--- src/rtl/rvd_pkg.sv ---
package rvd_pkg;

   typedef enum logic [3:0] {
      ALU_NONE  = 4'd0,  ALU_ADD  = 4'd1,  ALU_RSUB = 4'd2,  ALU_XOR  = 4'd3,
      ALU_ANDN  = 4'd4,  ALU_ROL  = 4'd5,  ALU_SLL  = 4'd6,  ALU_ROR  = 4'd7,
      ALU_SRL   = 4'd8,  ALU_SEQ  = 4'd9,  ALU_SLT  = 4'd10, ALU_SLE  = 4'd11,
      ALU_SCO   = 4'd12, ALU_BTR  = 4'd13, ALU_PASSB = 4'd14, ALU_SLBI = 4'd15
   } alu_op_e;

   typedef enum logic [2:0] {
      IMK_NONE, IMK_S5, IMK_Z5, IMK_S8, IMK_Z8, IMK_S11
   } imm_kind_e;

   typedef enum logic [1:0] {
      WB_ALU = 2'd0, WB_MEM = 2'd1, WB_LINK = 2'd2
   } wb_sel_e;

   typedef enum logic [2:0] {
      DST_NONE, DST_MID, DST_HI, DST_LO, DST_LINK
   } dst_e;

   typedef struct packed {
      imm_kind_e imk;
      dst_e      dst;
      wb_sel_e   wb;
      logic      mrd;
      logic      mwr;
      logic      br;
      logic      jmp;
      logic      jreg;
      logic      halt;
      logic      ill;
   } ctrl_t;

   localparam logic [4:0] OP_HALT  = 5'b00000;
   localparam logic [4:0] OP_NOP   = 5'b00001;
   localparam logic [4:0] OP_TRAP  = 5'b00010;
   localparam logic [4:0] OP_J     = 5'b00100;
   localparam logic [4:0] OP_JAL   = 5'b00101;
   localparam logic [4:0] OP_JALR  = 5'b00111;
   localparam logic [4:0] OP_ADDI  = 5'b01000;
   localparam logic [4:0] OP_SUBI  = 5'b01001;
   localparam logic [4:0] OP_XORI  = 5'b01010;
   localparam logic [4:0] OP_ANDNI = 5'b01011;
   localparam logic [4:0] OP_ST    = 5'b10000;
   localparam logic [4:0] OP_LD    = 5'b10001;
   localparam logic [4:0] OP_SLBI  = 5'b10010;
   localparam logic [4:0] OP_STU   = 5'b10011;
   localparam logic [4:0] OP_LBI   = 5'b11000;
   localparam logic [4:0] OP_BTR   = 5'b11001;
   localparam logic [4:0] OP_SHR   = 5'b11010;
   localparam logic [4:0] OP_ARR   = 5'b11011;

endpackage

--- src/rtl/rvd_ctrl.sv ---
module rvd_ctrl
   import rvd_pkg::*;
#(
   parameter int OPC_W = 5
) (
   input  logic [OPC_W-1:0] opc_i,
   output ctrl_t            ctrl_o
);

   generate
      if (OPC_W != 5) begin : g_bad_opc
         $error("rvd_ctrl: opcode width must be 5");
      end
   endgenerate

   always_comb begin
      ctrl_o     = '0;
      ctrl_o.imk = IMK_NONE;
      ctrl_o.dst = DST_NONE;
      ctrl_o.wb  = WB_ALU;
      unique casez (opc_i)
         OP_HALT: ctrl_o.halt = 1'b1;
         OP_NOP:  ;
         OP_ADDI, OP_SUBI: begin
            ctrl_o.imk = IMK_S5;
            ctrl_o.dst = DST_MID;
         end
         OP_XORI, OP_ANDNI, 5'b101??: begin
            ctrl_o.imk = IMK_Z5;
            ctrl_o.dst = DST_MID;
         end
         OP_ST: begin
            ctrl_o.imk = IMK_S5;
            ctrl_o.mwr = 1'b1;
         end
         OP_LD: begin
            ctrl_o.imk = IMK_S5;
            ctrl_o.dst = DST_MID;
            ctrl_o.wb  = WB_MEM;
            ctrl_o.mrd = 1'b1;
         end
         OP_STU: begin
            ctrl_o.imk = IMK_S5;
            ctrl_o.dst = DST_HI;
            ctrl_o.mwr = 1'b1;
         end
         OP_BTR, OP_SHR, OP_ARR, 5'b111??: ctrl_o.dst = DST_LO;
         5'b011??: begin
            ctrl_o.imk = IMK_S8;
            ctrl_o.br  = 1'b1;
         end
         OP_LBI: begin
            ctrl_o.imk = IMK_S8;
            ctrl_o.dst = DST_HI;
         end
         OP_SLBI: begin
            ctrl_o.imk = IMK_Z8;
            ctrl_o.dst = DST_HI;
         end
         OP_J: begin
            ctrl_o.imk = IMK_S11;
            ctrl_o.jmp = 1'b1;
         end
         OP_JAL, OP_JALR: begin
            ctrl_o.imk  = IMK_S8;
            ctrl_o.dst  = DST_LINK;
            ctrl_o.wb   = WB_LINK;
            ctrl_o.jmp  = 1'b1;
            ctrl_o.jreg = opc_i[1];
         end
         default: ctrl_o.ill = 1'b1;
      endcase
   end

endmodule

--- src/rtl/rvd_alu_sel.sv ---
module rvd_alu_sel
   import rvd_pkg::*;
#(
   parameter int OPC_W  = 5,
   parameter int FUNC_W = 2
) (
   input  logic [OPC_W-1:0]  opc_i,
   input  logic [FUNC_W-1:0] func_i,
   output alu_op_e           op_o
);

   localparam int GROUP = 1 << FUNC_W;

   generate
      if (GROUP != 4) begin : g_bad_func
         $error("rvd_alu_sel: function field must select four operations");
      end
   endgenerate

   logic [3:0] arith_base;
   logic [3:0] shift_base;
   logic [3:0] cmp_base;
   assign arith_base = 4'(ALU_ADD);
   assign shift_base = 4'(ALU_ROL);
   assign cmp_base   = 4'(ALU_SEQ);

   always_comb begin
      op_o = ALU_NONE;
      unique casez (opc_i)
         5'b010??: op_o = alu_op_e'(arith_base + 4'(opc_i[1:0]));
         5'b101??: op_o = alu_op_e'(shift_base + 4'(opc_i[1:0]));
         OP_ARR:   op_o = alu_op_e'(arith_base + 4'(func_i));
         OP_SHR:   op_o = alu_op_e'(shift_base + 4'(func_i));
         5'b111??: op_o = alu_op_e'(cmp_base + 4'(opc_i[1:0]));
         OP_BTR:   op_o = ALU_BTR;
         OP_LBI:   op_o = ALU_PASSB;
         OP_SLBI:  op_o = ALU_SLBI;
         OP_ST, OP_LD, OP_STU, OP_JALR: op_o = ALU_ADD;
         default:  op_o = ALU_NONE;
      endcase
   end

endmodule

--- src/rtl/rvd_imm_gen.sv ---
module rvd_imm_gen
   import rvd_pkg::*;
#(
   parameter int DATA_W  = 16,
   parameter int FIELD_W = 11
) (
   input  logic [FIELD_W-1:0] field_i,
   input  imm_kind_e          kind_i,
   output logic [DATA_W-1:0]  imm_o
);

   localparam int NUM_W = 3;

   generate
      if (DATA_W <= FIELD_W) begin : g_bad_data
         $error("rvd_imm_gen: data width must exceed the longest immediate field");
      end
   endgenerate

   logic [DATA_W-1:0] sx [NUM_W];
   logic [DATA_W-1:0] zx [NUM_W];

   for (genvar g = 0; g < NUM_W; g++) begin : g_ext
      localparam int FW = (g == 0) ? 5 : (g == 1) ? 8 : FIELD_W;
      assign sx[g] = {{(DATA_W-FW){field_i[FW-1]}}, field_i[FW-1:0]};
      assign zx[g] = {{(DATA_W-FW){1'b0}}, field_i[FW-1:0]};
   end

   always_comb begin
      unique case (kind_i)
         IMK_S5:  imm_o = sx[0];
         IMK_Z5:  imm_o = zx[0];
         IMK_S8:  imm_o = sx[1];
         IMK_Z8:  imm_o = zx[1];
         IMK_S11: imm_o = sx[2];
         default: imm_o = '0;
      endcase
   end

   always_comb begin
      if (kind_i == IMK_S5)
         AST_SHORT_SIGN: assert (imm_o[DATA_W-1] == field_i[4]);
      if (kind_i == IMK_Z5)
         AST_SHORT_ZERO: assert (imm_o[DATA_W-1:5] == '0);
      if (kind_i == IMK_S8)
         AST_BYTE_SIGN: assert (imm_o[DATA_W-1] == field_i[7]);
      if (kind_i == IMK_S11)
         AST_DISP_SIGN: assert (imm_o[DATA_W-1] == field_i[FIELD_W-1]);
   end

endmodule

--- src/rtl/rvd_decoder.sv ---
module rvd_decoder
   import rvd_pkg::*;
#(
   parameter int INSTR_W  = 16,
   parameter int DATA_W   = 16,
   parameter int REG_W    = 3,
   parameter int OPC_W    = 5,
   parameter int FUNC_W   = 2,
   parameter int LINK_REG = 7
) (
   input  logic [INSTR_W-1:0] instr_i,
   output logic [REG_W-1:0]   rs_idx_o,
   output logic [REG_W-1:0]   rt_idx_o,
   output logic [REG_W-1:0]   rd_idx_o,
   output logic [DATA_W-1:0]  imm_o,
   output logic               imm_vld_o,
   output logic [3:0]         alu_op_o,
   output logic               reg_we_o,
   output logic [1:0]         wb_sel_o,
   output logic               mem_rd_o,
   output logic               mem_wr_o,
   output logic               branch_o,
   output logic [1:0]         br_cond_o,
   output logic               jump_o,
   output logic               jump_reg_o,
   output logic               halt_o,
   output logic               illegal_o
);

   localparam int OPC_LSB = INSTR_W - OPC_W;
   localparam int RS_LSB  = OPC_LSB - REG_W;
   localparam int RT_LSB  = RS_LSB - REG_W;
   localparam int RD_LSB  = RT_LSB - REG_W;
   localparam int FIELD_W = OPC_LSB;

   generate
      if (RD_LSB != FUNC_W) begin : g_bad_layout
         $error("rvd_decoder: fields do not fill the instruction word");
      end
      if (LINK_REG >= (1 << REG_W)) begin : g_bad_link
         $error("rvd_decoder: link register outside register file");
      end
   endgenerate

   logic [OPC_W-1:0]  opc;
   logic [FUNC_W-1:0] func;
   ctrl_t             ctrl;
   alu_op_e           alu_op;

   assign opc  = instr_i[INSTR_W-1:OPC_LSB];
   assign func = instr_i[FUNC_W-1:0];

   rvd_ctrl #(.OPC_W(OPC_W)) u_ctrl (
      .opc_i  (opc),
      .ctrl_o (ctrl)
   );

   rvd_alu_sel #(.OPC_W(OPC_W), .FUNC_W(FUNC_W)) u_alu_sel (
      .opc_i  (opc),
      .func_i (func),
      .op_o   (alu_op)
   );

   rvd_imm_gen #(.DATA_W(DATA_W), .FIELD_W(FIELD_W)) u_imm (
      .field_i (instr_i[FIELD_W-1:0]),
      .kind_i  (ctrl.imk),
      .imm_o   (imm_o)
   );

   assign rs_idx_o = instr_i[OPC_LSB-1:RS_LSB];
   assign rt_idx_o = instr_i[RS_LSB-1:RT_LSB];

   always_comb begin
      unique case (ctrl.dst)
         DST_MID:  rd_idx_o = instr_i[RS_LSB-1:RT_LSB];
         DST_HI:   rd_idx_o = instr_i[OPC_LSB-1:RS_LSB];
         DST_LO:   rd_idx_o = instr_i[RT_LSB-1:RD_LSB];
         DST_LINK: rd_idx_o = REG_W'(LINK_REG);
         default:  rd_idx_o = '0;
      endcase
   end

   assign reg_we_o   = (ctrl.dst != DST_NONE);
   assign imm_vld_o  = (ctrl.imk != IMK_NONE);
   assign alu_op_o   = 4'(alu_op);
   assign wb_sel_o   = 2'(ctrl.wb);
   assign mem_rd_o   = ctrl.mrd;
   assign mem_wr_o   = ctrl.mwr;
   assign branch_o   = ctrl.br;
   assign br_cond_o  = ctrl.br ? opc[1:0] : 2'b00;
   assign jump_o     = ctrl.jmp;
   assign jump_reg_o = ctrl.jreg;
   assign halt_o     = ctrl.halt;
   assign illegal_o  = ctrl.ill;

   always_comb begin
      if (illegal_o)
         AST_ILLEGAL_QUIET: assert (!reg_we_o && !mem_rd_o && !mem_wr_o);
      if (wb_sel_o == 2'(WB_LINK))
         AST_LINK_TARGET: assert (reg_we_o && rd_idx_o == REG_W'(LINK_REG));
      AST_MEM_EXCL: assert (!(mem_rd_o && mem_wr_o));
      AST_FLOW_ONEHOT: assert ($onehot0({branch_o, jump_o, halt_o, illegal_o}));
      if (!reg_we_o)
         AST_IDLE_DEST: assert (rd_idx_o == '0 && wb_sel_o == 2'(WB_ALU));
      if (mem_wr_o && reg_we_o)
         AST_UPDATE_BASE: assert (rd_idx_o == rs_idx_o);
   end

endmodule

--- config.mk ---
export PLATFORM = sky130hd
export DESIGN_NAME = rvd_decoder
export DESIGN_NICKNAME = d
export VERILOG_FILES = /design/src/rtl/rvd_pkg.sv /design/src/rtl/rvd_ctrl.sv /design/src/rtl/rvd_alu_sel.sv /design/src/rtl/rvd_imm_gen.sv /design/src/rtl/rvd_decoder.sv
export SDC_FILE = /design/constraint.sdc
export NUM_CORES = 1
export LEC_CHECK = 0
export BUFFER_PORTS_ARGS = -buffer_cell sky130_fd_sc_hd__buf_2
export CORE_MARGIN = 2
export CORE_UTILIZATION = 32
export DETAILED_ROUTE_END_ITERATION = 10
export SYNTH_ARGS = -nofsm -noshare
export SYNTH_HDL_FRONTEND = slang
export SYNTH_SLANG_ARGS = --single-unit
--- constraint.sdc ---
create_clock -name vclk -period 2.9
set_clock_uncertainty 0.05 [all_clocks]
set_input_delay 0 -clock vclk [all_inputs]
set_output_delay 0 -clock vclk [all_outputs]
set_load 0.02 [all_outputs]
## Yosys cells after proc, flatten, opt, wreduce, memory -nomap -nowiden

Index checks and enable logic that the tools add are counted.

| storage, ports and cells | value |
|---|---|
| output and inout bits | 42 |
| word-level logic and storage cells | 62 |
| memories kept | 0 |
| bits in latches | 0 |
| bits in writable memories | 0 |
| bits of input ports | 16 |
| flip-flop bits (word level) | 0 |
| bits in read-only memories | 0 |

| cells by class | value |
|---|---|
| div/mod/pow operators | 0 |
| bitwise operators | 0 |
| eq/ne operators | 29 |
| reductions and logical operators | 14 |
| multiply operators | 0 |
| shifts and indexed selects | 0 |
| $add $sub $neg | 5 |
| $lt $le $gt $ge | 0 |
| multiplexer cells | 14 |

Operator list:

| cell | count |
|---|---|
| case mux 16 bit (5 select lines) | 1 |
| == test 5 bit (second input constant) | 8 |
| case mux 4 bit (9 select lines) | 1 |
| case mux 3 bit (4 select lines) | 2 |
| == test 5 x 4 -> 1 bit (second input constant) | 4 |
| OR reduction 20 bit | 1 |
| == test 3 x 2 -> 1 bit (second input constant) | 6 |
| == test 3 bit (second input constant) | 5 |
| == test 5 x 3 -> 1 bit (second input constant) | 3 |
| case mux 3 bit (5 select lines) | 1 |
| OR reduction 4 bit | 3 |
| OR reduction 3 bit | 3 |
| adder 3 x 2 -> 4 bit (first input constant) | 2 |
| two-way mux 1 bit | 7 |
| adder 1 x 2 -> 3 bit (first input constant) | 2 |
| == test 3 x 1 -> 1 bit (second input constant) | 2 |
| nonzero test 3 bit | 2 |
| OR reduction 6 bit | 1 |
| == test 5 x 1 -> 1 bit (second input constant) | 1 |
| zero test 5 bit | 1 |
| OR reduction 5 bit | 1 |
| adder 4 x 2 -> 4 bit (first input constant) | 1 |
| case mux 2 bit (2 select lines) | 1 |
| OR reduction 2 bit | 2 |
| two-way mux 2 bit | 1 |

## Logic depth before layout (Yosys ltp)

| logic depth | value |
|---|---|
| depth in word-level cells | 5 |
| mapped depth | 10 |
| gate-level depth less buffers | 8 |

## Cells and area by module

A second synthesis with hierarchy kept.

| unflattened totals | value |
|---|---|
| cell total of the unflattened synthesis | 142 |
| area, all modules | 1042.2 um^2 |

By module, submodules not included:

| module | instances | area each (um^2) | seq. area each (um^2) | cells each |
|---|---|---|---|---|
| rvd_alu_sel | 1 | 380.4 | 0.0 | 51 |
| rvd_ctrl | 1 | 255.2 | 0.0 | 41 |
| rvd_imm_gen | 1 | 215.2 | 0.0 | 28 |
| rvd_decoder | 1 | 191.4 | 0.0 | 22 |

## Worst setup path after synthesis

Ideal clock, no wire load.

| path | value |
|---|---|
| path type | input to output |
| start point | in instr_i[12] |
| end point | out imm_o[11] |
| cell stages on the path | 10 |
| setup slack | 0.819 ns |
| buffers on the path | 3 |
| data arrival time | 2.031 ns |
| data required time | 2.850 ns |
| path through | inv_1 > ha_1 > clkbuf_1 > nand2_1 > o22ai_1 > or2_1 > clkbuf_1 > nand3b_1 > a21oi_1 > buf_4 |

| between the ends | value |
|---|---|
| word-level cells in the longest chain between the ends | 5 |
| elaborated cells on any way between the ends | 22 |
| classes of those cells | eq/ne: 17; mux: 2; reduce/logical: 3 |

Ends and longest elaborated chain:

| what | line | RTL |
|---|---|---|
| start, declared | rvd_decoder.sv:11 | `input logic [INSTR_W-1:0] instr_i,` |
| == test 5 x 4 -> 1 bit, or another cell as far along | rvd_ctrl.sv:21 | `unique casez (opc_i)` |
| OR reduction 5 bit (no line), or another cell as far along | -- |  |
| case mux 3 bit (5 select lines) (*) | rvd_ctrl.sv:21 |  |
| == test 3 bit, or another cell as far along | -- |  |
| case mux 16 bit (5 select lines) (*) | rvd_imm_gen.sv:30 | `unique case (kind_i)` |
| end, declared | rvd_decoder.sv:15 | `output logic [DATA_W-1:0] imm_o,` |

Every way passes the cells marked *; elsewhere a longest branch is shown, timed or not.

## Final worst setup path

| path | value |
|---|---|
| start point | in instr_i[11] |
| end point | out imm_o[12] |

The elaborated chain is that of the path after synthesis.

==> reports/metrics.cfg <==
[grt]
grt_pass1_wl_um=4754
grt_pass1_vias=1006
grt_max_degree=26
grt.total_usage_pct=15.89
grt_overflow_total=0
antenna_found_initial=0

[cells_and_area]
regArea_um2=0
area_delta_synth_final_pct=18.22
drive_above_1_share_pct=35.26
final_nets=214
nFillCells=360
diodes=0
nClkBuffers=0
design.seq.count=0

[setup_path]
end_kind=output port
cp_slowest_cell=a21oi_1
slowest_delay_ns=0.58
cp_num_buf_inv=3
critPathArrivalTime_ns=2.19
path_cells=buf_2 > inv_1 > ha_1 > nand3b_1 > a21oi_1 > nand2_1 > a21o_1 > a21oi_1 > buf_2
path_delay_family=compound AO/OA/AOI/OAI gates
cp_max_fo=14
critPathKind=primary input to output port
required_ns=2.85
critPathLaunchType=primary input

[synthesis]
synth_compound_area_share_pct=34.02
post_synth_num_cell_types=46
synth-simple-area-share_pct=34.26
synth_xor_area_share_pct=1.568
synth_nets=178
synthAdderAreaFrac_pct=7.238
synthCells=156
avgSynthCellArea_um2=6.649
muxShareOfSynthArea_pct=5.308
yosysWarnings=0
yosysSeqAreaShare_pct=0
synth_top_family_by_area=simple AND/OR/NAND/NOR gates
syn_area_mm2=0.001037

[timing]
relSlewSlack_pct=54.66
whs_ns=0.2060
final_hold_viol_count=0
min_period_over_period_pct=77.18
tightestPinTransition_ns=0.6801
grt_setup_unrepaired=false
fmax_ghz=0.4468
slew_viol_final=0
fin_tns_setup_ns=0
final.min_clock_period_ns=2.238
setup_violations=0

[hold_path]
hp-class=primary input to output port

[power_and_ir_drop]
p_sw_share_pct=64.03
power.density_mw_per_mm2=214.3
combPwrFrac_pct=100.0
ir_worst_vdd_mv=0.06698
power.switching_uw=168.3
pwr-share-clk_pct=0
internal_power_uw=94.54
p_leak_uw=0.0005928
seqPwrFrac_pct=0

[die]
rows=20
start_util_pct=33.70
coreArea_mm2=0.003078
dieHeight_um=60.94
io_pins=58
die_w_um=60.94
die_area_mm2=0.003713

[drt]
wl_um=2972
avgViaCountPerCell=5.479
drtIter0Drc=72
vias=1282
drc=0
ant_nets=0
wire_per_inst_um=12.70
first_pass_iters=4

[place]
io_buffers=58
globalplace.congestion=0.8268
dpl.hpwl_um=2344

[clocking]
post_cts_resized=0
postCtsSetupBuffers=0
cts_hold_buf=0

[run_status]
status=complete, no violations

[flow_run]
cap_violations=0

[power groups by stage]
| stage | Clock, uW | Combinational, uW | Sequential [uW] |
|---|---|---|---|
| 2_1_floorplan | 0 | 201 | 0 |
| 3_3_place_gp | 0 | 264 | 0 |
| 3_5_place_dp | 0 | 262 | 0 |
| 4_1_cts | 0 | 264 | 0 |
| 5_1_grt | 0 | 290 | 0 |
| 6_report | 0 | 263 | 0 |
[routing by layer]
| metal | GRT usage [%] | routed length, um | up-vias |
|---|---|---|---|
| li1 | - | - | 636 |
| met3 | 0.8529 | 209 | 0 |
| met2 | 26.42 | 1366 | 60 |
| met1 | 24.02 | 1395 | 586 |
| met4 | 0 | 0 | 0 |
| met5 | 0 | 0 | - |
[cell usage in the layout, fill, tap and decap left out, types with 2 or more instances in the layout]
master,netlist,final
a311oi_1,2,2
a21oi_1,14,14
and2_1,6,6
inv_2,2,2
nor3_1,6,6
a22oi_1,2,2
buf_2,5,58
a221oi_1,2,2
a21o_1,5,5
nand3_1,2,2
nor2_1,11,11
o21bai_1,2,2
nand3b_1,3,3
nand2b_1,6,6
o2111a_1,3,3
mux2_2,3,3
o2bb2ai_1,4,4
nand2_1,14,14
ha_1,6,6
or2_1,2,2
o22ai_1,3,3
o32ai_1,2,2
inv_1,5,5
or4_1,3,3
nor3b_1,4,4
o21ai_0,4,4
[cells in the mapped netlist, types with 4 or more instances]
cell type	n	area share [%]
a21oi_1	14	6.8
nand2_1	14	5.1
buf_4	12	8.7
nor2_1	11	4.0
and2_1	6	3.6
ha_1	6	7.2
nand2b_1	6	3.6
nor3_1	6	2.9
a21o_1	5	3.6
buf_2	5	2.4
inv_1	5	1.8
nor3b_1	4	2.9
o21ai_0	4	1.9
o2bb2ai_1	4	3.4
[logic make-up (layout without fill, tap and decap cells)]
kind of cell / after synthesis / count (layout)
compound gates: 49 / 49
buf+inv: 31 / 65
fa+ha+maj: 6 / 6
xor+xnor: 1 / 1
simple gates: 64 / 64
mux: 5 / 5
[through the flow]
stage / total power [uW] / setup slack, ns / util [%] / cells / area, um^2
finish: 262.8 / 0.6616 / 39.84 / 234 / 1226
global route: 290.1 / 0.3778 / 39.84 / 234 / 1226
CTS: 263.7 / 0.6660 / 39.84 / 234 / 1226
detailed placement: 262.3 / 0.6922 / 39.84 / 234 / 1226
global placement: 263.8 / 0.7405 / 39.84 / 234 / 1226
floorplan: 201.5 / 0.8191 / - / 156 / 1037
[final timing paths]
path | start | slack [ns] | end | cells past startpoint
worst max-delay path | instr_i[11] | 0.66 | imm_o[12] | 9
worst min-delay path | instr_i[9] | 0.21 | rs_idx_o[1] | 2
[final cells by class]
type | instances | area [um^2] | share of cell area, %
timing repair buffer | 58 | 290.3 | 23.67
tap | 44 | 55.05 | 4.490
multi-input combinational | 125 | 854.6 | 69.69
inverter | 7 | 26.28 | 2.143
Note: power is estimated with default switching activity, not from simulation.
